### src/rtl/rcs_pkg.sv
package rcs_pkg;

  typedef enum logic [2:0] {
    SRC_FAST_RC  = 3'd0,
    SRC_SLOW_RC  = 3'd1,
    SRC_EXT_RC   = 3'd2,
    SRC_EXT_CLK  = 3'd3,
    SRC_XTAL_LO  = 3'd4,
    SRC_XTAL_PLL = 3'd5,
    SRC_EXT_PLL  = 3'd6,
    SRC_XTAL_HI  = 3'd7
  } clk_src_e;

  typedef enum logic [2:0] {
    ST_HOLD = 3'd0,
    ST_PON  = 3'd1,
    ST_PWUP = 3'd2,
    ST_WAIT = 3'd3,
    ST_RUN  = 3'd4
  } seq_state_e;

  // Sources that rely on a crystal and its start-up count
  function automatic logic src_is_xtal(input logic [2:0] src);
    return (src == SRC_XTAL_LO) || (src == SRC_XTAL_PLL) || (src == SRC_XTAL_HI);
  endfunction

  // Sources that run through the PLL
  function automatic logic src_uses_pll(input logic [2:0] src);
    return (src == SRC_XTAL_PLL) || (src == SRC_EXT_PLL);
  endfunction

  // Three legal trip settings; the spare code selects the highest one
  function automatic logic [1:0] bor_level_map(input logic [1:0] code);
    return (code == 2'd3) ? 2'd2 : code;
  endfunction

endpackage

### src/rtl/rcs_sync.sv
module rcs_sync #(
  parameter int          WIDTH   = 1,
  parameter logic        RST_VAL = 1'b0
) (
  input  logic             clk,
  input  logic             rst_n,
  input  logic [WIDTH-1:0] d_in,
  output logic [WIDTH-1:0] q_out
);

  logic [WIDTH-1:0] stage1_q;
  logic [WIDTH-1:0] stage2_q;

  always_ff @(posedge clk or negedge rst_n) begin
    if (!rst_n) begin
      stage1_q <= {WIDTH{RST_VAL}};
      stage2_q <= {WIDTH{RST_VAL}};
    end else begin
      stage1_q <= d_in;
      stage2_q <= stage1_q;
    end
  end

  assign q_out = stage2_q;

endmodule

### src/rtl/rcs_timer.sv
module rcs_timer #(
  parameter int W     = 8,
  parameter int LIMIT = 16
) (
  input  logic clk,
  input  logic rst_n,
  input  logic clr,
  input  logic en,
  output logic expired
);

  logic [W-1:0] cnt_q;
  logic [W-1:0] cnt_d;

  assign expired = (cnt_q == W'(LIMIT));

  always_comb begin
    cnt_d = cnt_q;
    if (clr) begin
      cnt_d = '0;
    end else if (en && !expired) begin
      cnt_d = cnt_q + 1'b1;
    end
  end

  always_ff @(posedge clk or negedge rst_n) begin
    if (!rst_n) begin
      cnt_q <= '0;
    end else begin
      cnt_q <= cnt_d;
    end
  end

endmodule

### src/rtl/rcs_fsm.sv
module rcs_fsm
  import rcs_pkg::*;
(
  input  logic       clk,
  input  logic       rst_n,
  input  logic       req_s,
  input  logic       osc_s,
  input  logic       lock_s,
  input  logic [2:0] cfg_src,
  input  logic       cfg_fsafe_en,
  input  logic       cfg_pwup_en,
  input  logic [1:0] cfg_bor_lvl,
  input  logic       trap_clr,
  input  logic       pon_exp,
  input  logic       pwup_exp,
  input  logic       ost_exp,
  output logic       in_hold,
  output logic       in_pon,
  output logic       in_pwup,
  output logic       xtal_sel,
  output logic       sys_rst,
  output logic       clk_gate_en,
  output logic [2:0] clk_sel,
  output logic       clk_trap,
  output logic       fell_back,
  output logic [1:0] bor_sel
);

  seq_state_e state_q, state_d;
  logic [2:0] src_q;
  logic       fsafe_q;
  logic       pwup_q;
  logic [1:0] bor_q;
  logic       fb_q;
  logic       trap_q;
  logic       rst_out_q;
  logic       gate_q;
  logic       fb_set;
  logic       clk_ok;
  logic       decide;

  assign in_hold  = (state_q == ST_HOLD);
  assign in_pon   = (state_q == ST_PON);
  assign in_pwup  = (state_q == ST_PWUP);
  assign xtal_sel = src_is_xtal(src_q);

  // Selected clock usable: crystal running and counted, PLL locked
  assign clk_ok = (!src_is_xtal(src_q) || (osc_s && ost_exp)) &&
                  (!src_uses_pll(src_q) || lock_s);

  assign decide = (in_pon && pon_exp && !pwup_q) || (in_pwup && pwup_exp);

  always_comb begin
    state_d = state_q;
    fb_set  = 1'b0;
    unique case (state_q)
      ST_HOLD: if (!req_s) state_d = ST_PON;
      ST_PON:  if (pon_exp && pwup_q) state_d = ST_PWUP;
      ST_WAIT: if (clk_ok) state_d = ST_RUN;
      default: ;
    endcase
    if (decide) begin
      if (clk_ok) begin
        state_d = ST_RUN;
      end else if (fsafe_q) begin
        state_d = ST_RUN;
        fb_set  = 1'b1;
      end else begin
        state_d = ST_WAIT;
      end
    end
    if (req_s) begin
      state_d = ST_HOLD;
      fb_set  = 1'b0;
    end
  end

  // State and registered outputs
  always_ff @(posedge clk or negedge rst_n) begin
    if (!rst_n) begin
      state_q   <= ST_HOLD;
      rst_out_q <= 1'b1;
      gate_q    <= 1'b0;
    end else begin
      state_q   <= state_d;
      rst_out_q <= (state_d != ST_RUN);
      gate_q    <= (state_d == ST_RUN);
    end
  end

  // Configuration capture, enabled only while a request holds the block
  always_ff @(posedge clk or negedge rst_n) begin
    if (!rst_n) begin
      src_q   <= SRC_FAST_RC;
      fsafe_q <= 1'b0;
      pwup_q  <= 1'b1;
      bor_q   <= 2'd0;
    end else if (in_hold) begin
      src_q   <= cfg_src;
      fsafe_q <= cfg_fsafe_en;
      pwup_q  <= cfg_pwup_en;
      bor_q   <= bor_level_map(cfg_bor_lvl);
    end
  end

  // Fallback status and trap level
  always_ff @(posedge clk or negedge rst_n) begin
    if (!rst_n) begin
      fb_q   <= 1'b0;
      trap_q <= 1'b0;
    end else if (in_hold) begin
      fb_q   <= 1'b0;
      trap_q <= 1'b0;
    end else if (fb_set) begin
      fb_q   <= 1'b1;
      trap_q <= 1'b1;
    end else if (trap_clr) begin
      trap_q <= 1'b0;
    end
  end

  assign sys_rst     = rst_out_q;
  assign clk_gate_en = gate_q;
  assign clk_sel     = fb_q ? 3'(SRC_FAST_RC) : src_q;
  assign clk_trap    = trap_q;
  assign fell_back   = fb_q;
  assign bor_sel     = bor_q;

endmodule

### src/rtl/rst_clk_sequencer.sv
module rst_clk_sequencer #(
  parameter int POR_CYCLES  = 64,
  parameter int PWRT_CYCLES = 2048,
  parameter int OSC_CYCLES  = 1024
) (
  input  logic       clk_ref,
  input  logic       rst_n,
  input  logic       por_req,
  input  logic       bor_req,
  input  logic       ext_req,
  input  logic [2:0] cfg_src,
  input  logic       cfg_fsafe_en,
  input  logic       cfg_pwup_en,
  input  logic [1:0] cfg_bor_lvl,
  input  logic       osc_ready,
  input  logic       pll_lock,
  input  logic       trap_clr,
  output logic       sys_rst,
  output logic       clk_gate_en,
  output logic [2:0] clk_sel,
  output logic       clk_trap,
  output logic       fell_back,
  output logic [1:0] bor_sel
);

  localparam int MAX_A  = (POR_CYCLES > PWRT_CYCLES) ? POR_CYCLES : PWRT_CYCLES;
  localparam int MAX_C  = (MAX_A > OSC_CYCLES) ? MAX_A : OSC_CYCLES;
  localparam int CW     = $clog2(MAX_C + 1);
  localparam int N_TMR  = 3;

  logic       req_any;
  logic       req_s;
  logic [1:0] stat_s;
  logic       in_hold, in_pon, in_pwup, xtal_sel;
  logic [N_TMR-1:0] tmr_en;
  logic [N_TMR-1:0] tmr_exp;

  assign req_any = por_req | bor_req | ext_req;

  rcs_sync #(.WIDTH(1), .RST_VAL(1'b1)) u_req_sync (
    .clk   (clk_ref),
    .rst_n (rst_n),
    .d_in  (req_any),
    .q_out (req_s)
  );

  rcs_sync #(.WIDTH(2), .RST_VAL(1'b0)) u_stat_sync (
    .clk   (clk_ref),
    .rst_n (rst_n),
    .d_in  ({pll_lock, osc_ready}),
    .q_out (stat_s)
  );

  // Timer 0: power-on delay, 1: power-up delay, 2: oscillator start-up
  assign tmr_en[0] = in_pon;
  assign tmr_en[1] = in_pwup;
  assign tmr_en[2] = stat_s[0] & xtal_sel;

  for (genvar g = 0; g < N_TMR; g++) begin : g_tmr
    localparam int LIM = (g == 0) ? POR_CYCLES : (g == 1) ? PWRT_CYCLES : OSC_CYCLES;
    rcs_timer #(.W(CW), .LIMIT(LIM)) u_timer (
      .clk     (clk_ref),
      .rst_n   (rst_n),
      .clr     (in_hold),
      .en      (tmr_en[g]),
      .expired (tmr_exp[g])
    );
  end

  rcs_fsm u_fsm (
    .clk          (clk_ref),
    .rst_n        (rst_n),
    .req_s        (req_s),
    .osc_s        (stat_s[0]),
    .lock_s       (stat_s[1]),
    .cfg_src      (cfg_src),
    .cfg_fsafe_en (cfg_fsafe_en),
    .cfg_pwup_en  (cfg_pwup_en),
    .cfg_bor_lvl  (cfg_bor_lvl),
    .trap_clr     (trap_clr),
    .pon_exp      (tmr_exp[0]),
    .pwup_exp     (tmr_exp[1]),
    .ost_exp      (tmr_exp[2]),
    .in_hold      (in_hold),
    .in_pon       (in_pon),
    .in_pwup      (in_pwup),
    .xtal_sel     (xtal_sel),
    .sys_rst      (sys_rst),
    .clk_gate_en  (clk_gate_en),
    .clk_sel      (clk_sel),
    .clk_trap     (clk_trap),
    .fell_back    (fell_back),
    .bor_sel      (bor_sel)
  );

endmodule

### config.mk
export PLATFORM = sky130hd
export DESIGN_NAME = rst_clk_sequencer
export DESIGN_NICKNAME = d
export VERILOG_FILES = /design/src/rtl/rcs_pkg.sv /design/src/rtl/rcs_sync.sv /design/src/rtl/rcs_timer.sv /design/src/rtl/rcs_fsm.sv /design/src/rtl/rst_clk_sequencer.sv
export SDC_FILE = /design/constraint.sdc
export NUM_CORES = 1
export LEC_CHECK = 0
export BUFFER_PORTS_ARGS = -buffer_cell sky130_fd_sc_hd__buf_2
export CAP_MARGIN = 20
export CORE_MARGIN = 8
export CORE_UTILIZATION = 55
export CTS_CLUSTER_SIZE = 14
export DETAILED_ROUTE_END_ITERATION = 10
export PLACE_DENSITY_LB_ADDON = 0.12
export RECOVER_POWER = 50
export SYNTH_ARGS = -nofsm -noshare
export SYNTH_HDL_FRONTEND = slang
export SYNTH_SLANG_ARGS = --single-unit
### constraint.sdc
create_clock -name clk_ref -period 6.11 [get_ports clk_ref]
set_input_delay 0.611 -clock clk_ref [delete_from_list [all_inputs] [get_ports clk_ref]]
set_output_delay 0.611 -clock clk_ref [all_outputs]
set_load 0.05 [all_outputs]
* Word level (Yosys, flattened, before mapping) *
Index checks and enable logic that the tools add are counted.

storage, ports and cells
  register bits after elaboration = 56
  logic and storage cells = 86
  output and inout bits = 9
  input bits = 15

cells by class
  bitwise gates (word level) = 3
  reductions and logical operators = 27
  add/sub/neg operators = 3
  eq/ne operators = 13
  muxes and demuxes = 24

operator list
  kind                                                                count
  12-bit 2-to-1 mux                                                   6
  12-bit by 1-bit adder with 12-bit output (second input constant)    3
  3-bit 2-to-1 mux                                                    7
  3-bit == test (second input constant)                               5
  12-bit by 11-bit == test with 1-bit output (second input constant)  1
  12-bit == test (second input constant)                              1
  12-bit by 7-bit == test with 1-bit output (second input constant)   1
  1-bit logical AND                                                   9
  1-bit 2-to-1 mux                                                    9
  3-bit case mux with 3 select lines                                  1
  2-bit nonzero test                                                  4
  3-bit by 2-bit == test with 1-bit output (second input constant)    2
  1-bit logical NOT                                                   6
  1-bit logical OR                                                    6
  3-bit by 1-bit == test with 1-bit output (second input constant)    1
  3-bit logical NOT                                                   1
  3-bit != test (second input constant)                               1
  3-bit nonzero test                                                  1
  2-bit == test (second input constant)                               1
  2-bit 2-to-1 mux                                                    1
  1-bit bitwise OR                                                    2
  1-bit AND                                                           1

* Depth between registers and ports, before layout *
  depth after elaboration = 11
  depth in mapped cells = 9
  depth with buffers taken out = 8

* Hierarchy *
A second synthesis with hierarchy kept.

second synthesis, totals
  cells, all modules = 311
  area, all modules = 3128.0 µm²

modules (own cells, without submodules)
  module                        cells an instance  times used  seq. area each (µm²)  area an instance (µm²)
  rcs_timer (g_tmr[1].u_timer)  78                 1           300.3                 749.5
  rcs_fsm                       75                 1           352.8                 747.0
  rcs_timer (g_tmr[2].u_timer)  75                 1           300.3                 734.5
  rcs_timer (g_tmr[0].u_timer)  75                 1           300.3                 732.0
  rcs_sync (u_stat_sync)        4                  1           100.1                 100.1
  rcs_sync (u_req_sync)         2                  1           52.6                  52.6
  rst_clk_sequencer             2                  1           0.0                   12.5

* Least setup slack after synthesis *
No wires, ideal clock.

  path kind = register -> register
  from = register g_tmr[0].u_timer.cnt_q[0]
  to = register u_fsm.trap_q (netlist: u_fsm.clk_trap)
  stages on the path, launching flop included = 10
  arrival = 2.062 ns
  setup slack = 3.965 ns
  library setup time = 0.083 ns
  buffers on the path = 1
  required time = 6.027 ns
  period minus slack after synthesis = 2.145 ns
  cell sequence = dfrtp_1 inv_1 ha_1 nor4bb_1 and3_1 clkbuf_1 nand4_1 a21oi_1 or4b_1 o21ai_0

between the ends
  longest elaborated chain between the ends = 8
  elaborated cells on any way between the ends = 9
  classes of those cells = eq/ne (1); mux (4); reduce/logical (4)

ends and longest elaborated chain
  item                                         line             RTL
  start, declared                              rcs_timer.sv:12  logic [W-1:0] cnt_q;
  start signal, assigned                       rcs_timer.sv:30  cnt_q <= cnt_d;
  12-bit by 7-bit == test with 1-bit output *  rcs_timer.sv:15  assign expired = (cnt_q == W'(LIMIT));
  1-bit logical AND * (2 in series)            rcs_fsm.sv:51    assign decide = (in_pon && pon_exp && !pwup_q) || (in_pwup && pwup_exp);
  1-bit logical OR *                           rcs_fsm.sv:51
  1-bit 2-to-1 mux *                           rcs_fsm.sv:62    if (decide) begin
  1-bit 2-to-1 mux *                           rcs_fsm.sv:72    if (req_s) begin
  1-bit 2-to-1 mux                             rcs_fsm.sv:114   end else if (fb_set) begin
  1-bit 2-to-1 mux                             rcs_fsm.sv:111   end else if (in_hold) begin
  end signal, assigned                         rcs_fsm.sv:110   trap_q <= 1'b0;
  end signal, assigned                         rcs_fsm.sv:113   trap_q <= 1'b0;
  end signal, assigned                         rcs_fsm.sv:116   trap_q <= 1'b1;
  end, declared                                rcs_fsm.sv:35    logic trap_q;

Every way passes the cells marked *; elsewhere a longest branch is shown, timed or not.
A chain may end at the register's enable or synchronous reset.

==> results.json <==
{
  "drc": 0,
  "io_buffers": 23,
  "nets": 327,
  "worstSkewPairLatency_ps": 310,
  "max_stage_delay_ps": 2050,
  "fin_ws_ps": 3150,
  "cp_num_buf_inv": 2,
  "rrSetupSlack_ps": 3790,
  "dp_slack_ps": 3830,
  "syn_inst": 283,
  "num_vias": 2052,
  "status": "complete, but fails checks",
  "p_per_area_nw_per_um2": 220,
  "post-route-min-period_ps": 2960,
  "cap_viol_max_count": 1,
  "cp_top_family": "buffers and inverters",
  "cp_slowest_cell": "clkbuf_1",
  "drive_gt1_share_pct": 14.7,
  "cts_inserted_buffers": 5,
  "final_cell_mix": "dfrtp_1, nor2_1, nand2_1",
  "postCtsHoldBufs": 0,
  "die_y_um": 86.7,
  "place_area_um2": 2930,
  "cts.sinks": 56,
  "crit_arrival_ps": 2760,
  "synthDistinctLibCells": 42,
  "hpwlAfterDp_mm": 3.73,
  "antenna_found_initial": 0,
  "tightest_slew_ps": 2900,
  "ys.flop_type": "dfrtp_1",
  "clockBufferDepth": 2,
  "synth_nets": 304,
  "wirelength_mm": 5.18,
  "gp_congestion": 0.968,
  "die_x_um": 86.7,
  "hold_violations": 0,
  "area_growth_pct": 10.6,
  "post-cts-setup-buffers": 0,
  "relSlewSlack_pct": -93.5,
  "ant_nets": 0,
  "synth-warning-count": 0,
  "ioPinCount": 24,
  "start_kind": "primary input",
  "hp-class": "flip-flop to flip-flop",
  "grt_overflow_total": 0,
  "drtPass1Iterations": 4,
  "endpoint_kind": "asynchronous set/reset pin",
  "initial_core_util_pct": 57.4,
  "synth_seq_cells": 56,
  "grt_max_degree": 57,
  "ys_seq_area_share_pct": 51.2,
  "final_common_cell": "dfrtp_1",
  "rsz0062_at_grt": "false",
  "timing.setup.tns_ps": 0,
  "fin_area_um2": 3040,
  "cp_max_fo": 56,
  "leakage_nw": 1.30,
  "cts_tree": "built",
  "setup_viol": 0,
  "finalCritPeriodShare_pct": 48.4,
  "maxSlewViolCount": 57,
  "avgSynthCellArea_um2": 9.70,
  "synth-async-reset-ratio_pct": 100,
  "first_global_vias": 2025,
  "cts_root_buf": "clkbuf_8",
  "synth_edf_count": 0,
  "violations": "capacitance limit, slew limit",
  "syn_area_um2": 2750,
  "required_ps": 5910,
  "cts-htree-levels": 2,
  "drt-initial-drc-count": 57,
  "worstSetupPathType": "primary input to asynchronous set/reset pin",
  "grt_first_pass_wirelength_mm": 9.04,
  "vias_per_cell": 5.49,
  "grt_use_total_pct": 15.0,
  "fill_cells": 417,
  "wl_per_cell_um": 13.9,
  "path_clk_slew_ps": 100,
  "dieArea_um2": 7510,
  "std_cell_rows": 25,
  "irDropWorstVdd_v": 0.000157,
  "crit_chain": "buf_2 -> clkbuf_1",
  "fmax_mhz": 338,
  "diodes": 0,
  "cts_resized": 0,
  "skew_ps": 8.76,
  "coreArea_um2": 4790
}
[sequential cells by signal, summed over array words and instances (netlist names)]
register and count:
g_tmr.u_timer.cnt_q 36, u_fsm.src_q 3, u_fsm.state_q 3, u_fsm.bor_sel 2, u_stat_sync.q_out 2, u_stat_sync.stage1_q 2
u_fsm.clk_gate_en 1, u_fsm.clk_trap 1, u_fsm.fell_back 1, u_fsm.fsafe_q 1, u_fsm.pwup_q 1, u_fsm.sys_rst 1
u_req_sync.q_out 1, u_req_sync.stage1_q 1
[per-stage QoR]
step | total power, mW | std cells | util, % | hold WS (ps)
2_1_floorplan | 0.411 | 283 | - | 315
3_3_place_gp | 0.430 | 366 | 61.2 | 332
3_5_place_dp | 0.431 | 366 | 61.2 | 337
4_1_cts | 0.677 | 374 | 63.6 | 361
5_1_grt | 0.694 | 374 | 63.5 | 366
6_report | 0.668 | 374 | 63.5 | 357
[layout make-up]
type / count / area [um^2] / share of cell area (%)
clock buffers: 5 / 68.8 / 2.27
clock inverters: 3 / 46.3 / 1.52
inverters: 14 / 52.6 / 1.73
multi-input cells: 204 / 1250 / 41.3
flip-flops and latches: 56 / 1410 / 46.3
well taps: 67 / 83.8 / 2.76
repair buffers: 25 / 126 / 4.16
[worst register-to-register path: stages, from the launching register on]
cell and delay (ps):
dfrtp_1 420, inv_1 100, ha_1 140, nor4bb_1 250
and3_1 300, nand4_1 170, a21oi_1 280, or4b_1 480
o21ai_0 90
[path summary, 6_finish.rpt]
kind | from | end | cells past startpoint
hold reg to reg | u_stat_sync.stage1_q[1]$_DFF_PN0_ | u_stat_sync.q_out[1]$_DFF_PN0_ | 0
max in group clk_ref | g_tmr[0].u_timer.cnt_q[0]$_DFFE_PN0P_ | u_fsm.clk_trap$_DFFE_PN0P_ | 8
min in group asynchronous | rst_n | u_fsm.clk_gate_en$_DFF_PN0_ | 2
setup / recovery | rst_n | g_tmr[0].u_timer.cnt_q[9]$_DFFE_PN0P_ | 2
setup reg to reg | g_tmr[0].u_timer.cnt_q[0]$_DFFE_PN0P_ | u_fsm.clk_trap$_DFFE_PN0P_ | 8
hold / removal | u_stat_sync.stage1_q[1]$_DFF_PN0_ | u_stat_sync.q_out[1]$_DFF_PN0_ | 0
[synthesized netlist by cell type, drive strengths merged, types with 2 or more instances]
cell type  number  area [um^2]
a21oi          10         50.1
and3            9         56.3
and4            2         17.5
buf             2         10.0
clkbuf          7         26.3
dfrtp          52         1300
dfstp           4          105
ha              6         75.1
inv            14         52.6
mux2            4         45.0
nand2          26         97.6
nand2b          3         18.8
nand3          11         55.1
nand4          11         68.8
nor2           36          135
nor2b           5         31.3
nor3            7         40.0
nor4            3         18.8
nor4b           4         35.0
o21ai          18         90.1
or3             4         30.0
or4b            2         20.0
xnor2           9         78.8
xor2           20          175
[cells by family after synthesis]
kind of cell | after synthesis | synth area share (%)
mux | 4 | 1.64
buf+inv | 23 | 3.23
flops | 56 | 51.2
simple gates | 129 | 24.5
compound gates | 36 | 7.47
fa+ha+maj | 6 | 2.73
xor+xnor | 29 | 9.25
[power breakdown]
group          internal [mW]  switching, mW  total, mW  leakage (nW)
logic                 0.0122         0.0272     0.0394         0.495
clock network          0.124          0.122      0.246        0.0548
registers              0.377        0.00554      0.383         0.746
[layer usage]
layer	global-route usage, %	part of all wire, %	vias up	wire length, um
met5	0	0	-	0
met4	5.48	1.1	0	55
met3	3.97	4.1	7	212
met2	24.5	48	42	2490
met1	18.5	47	988	2420
li1	-	-	1015	-
No activity file was read; power rests on OpenSTA's default activity.
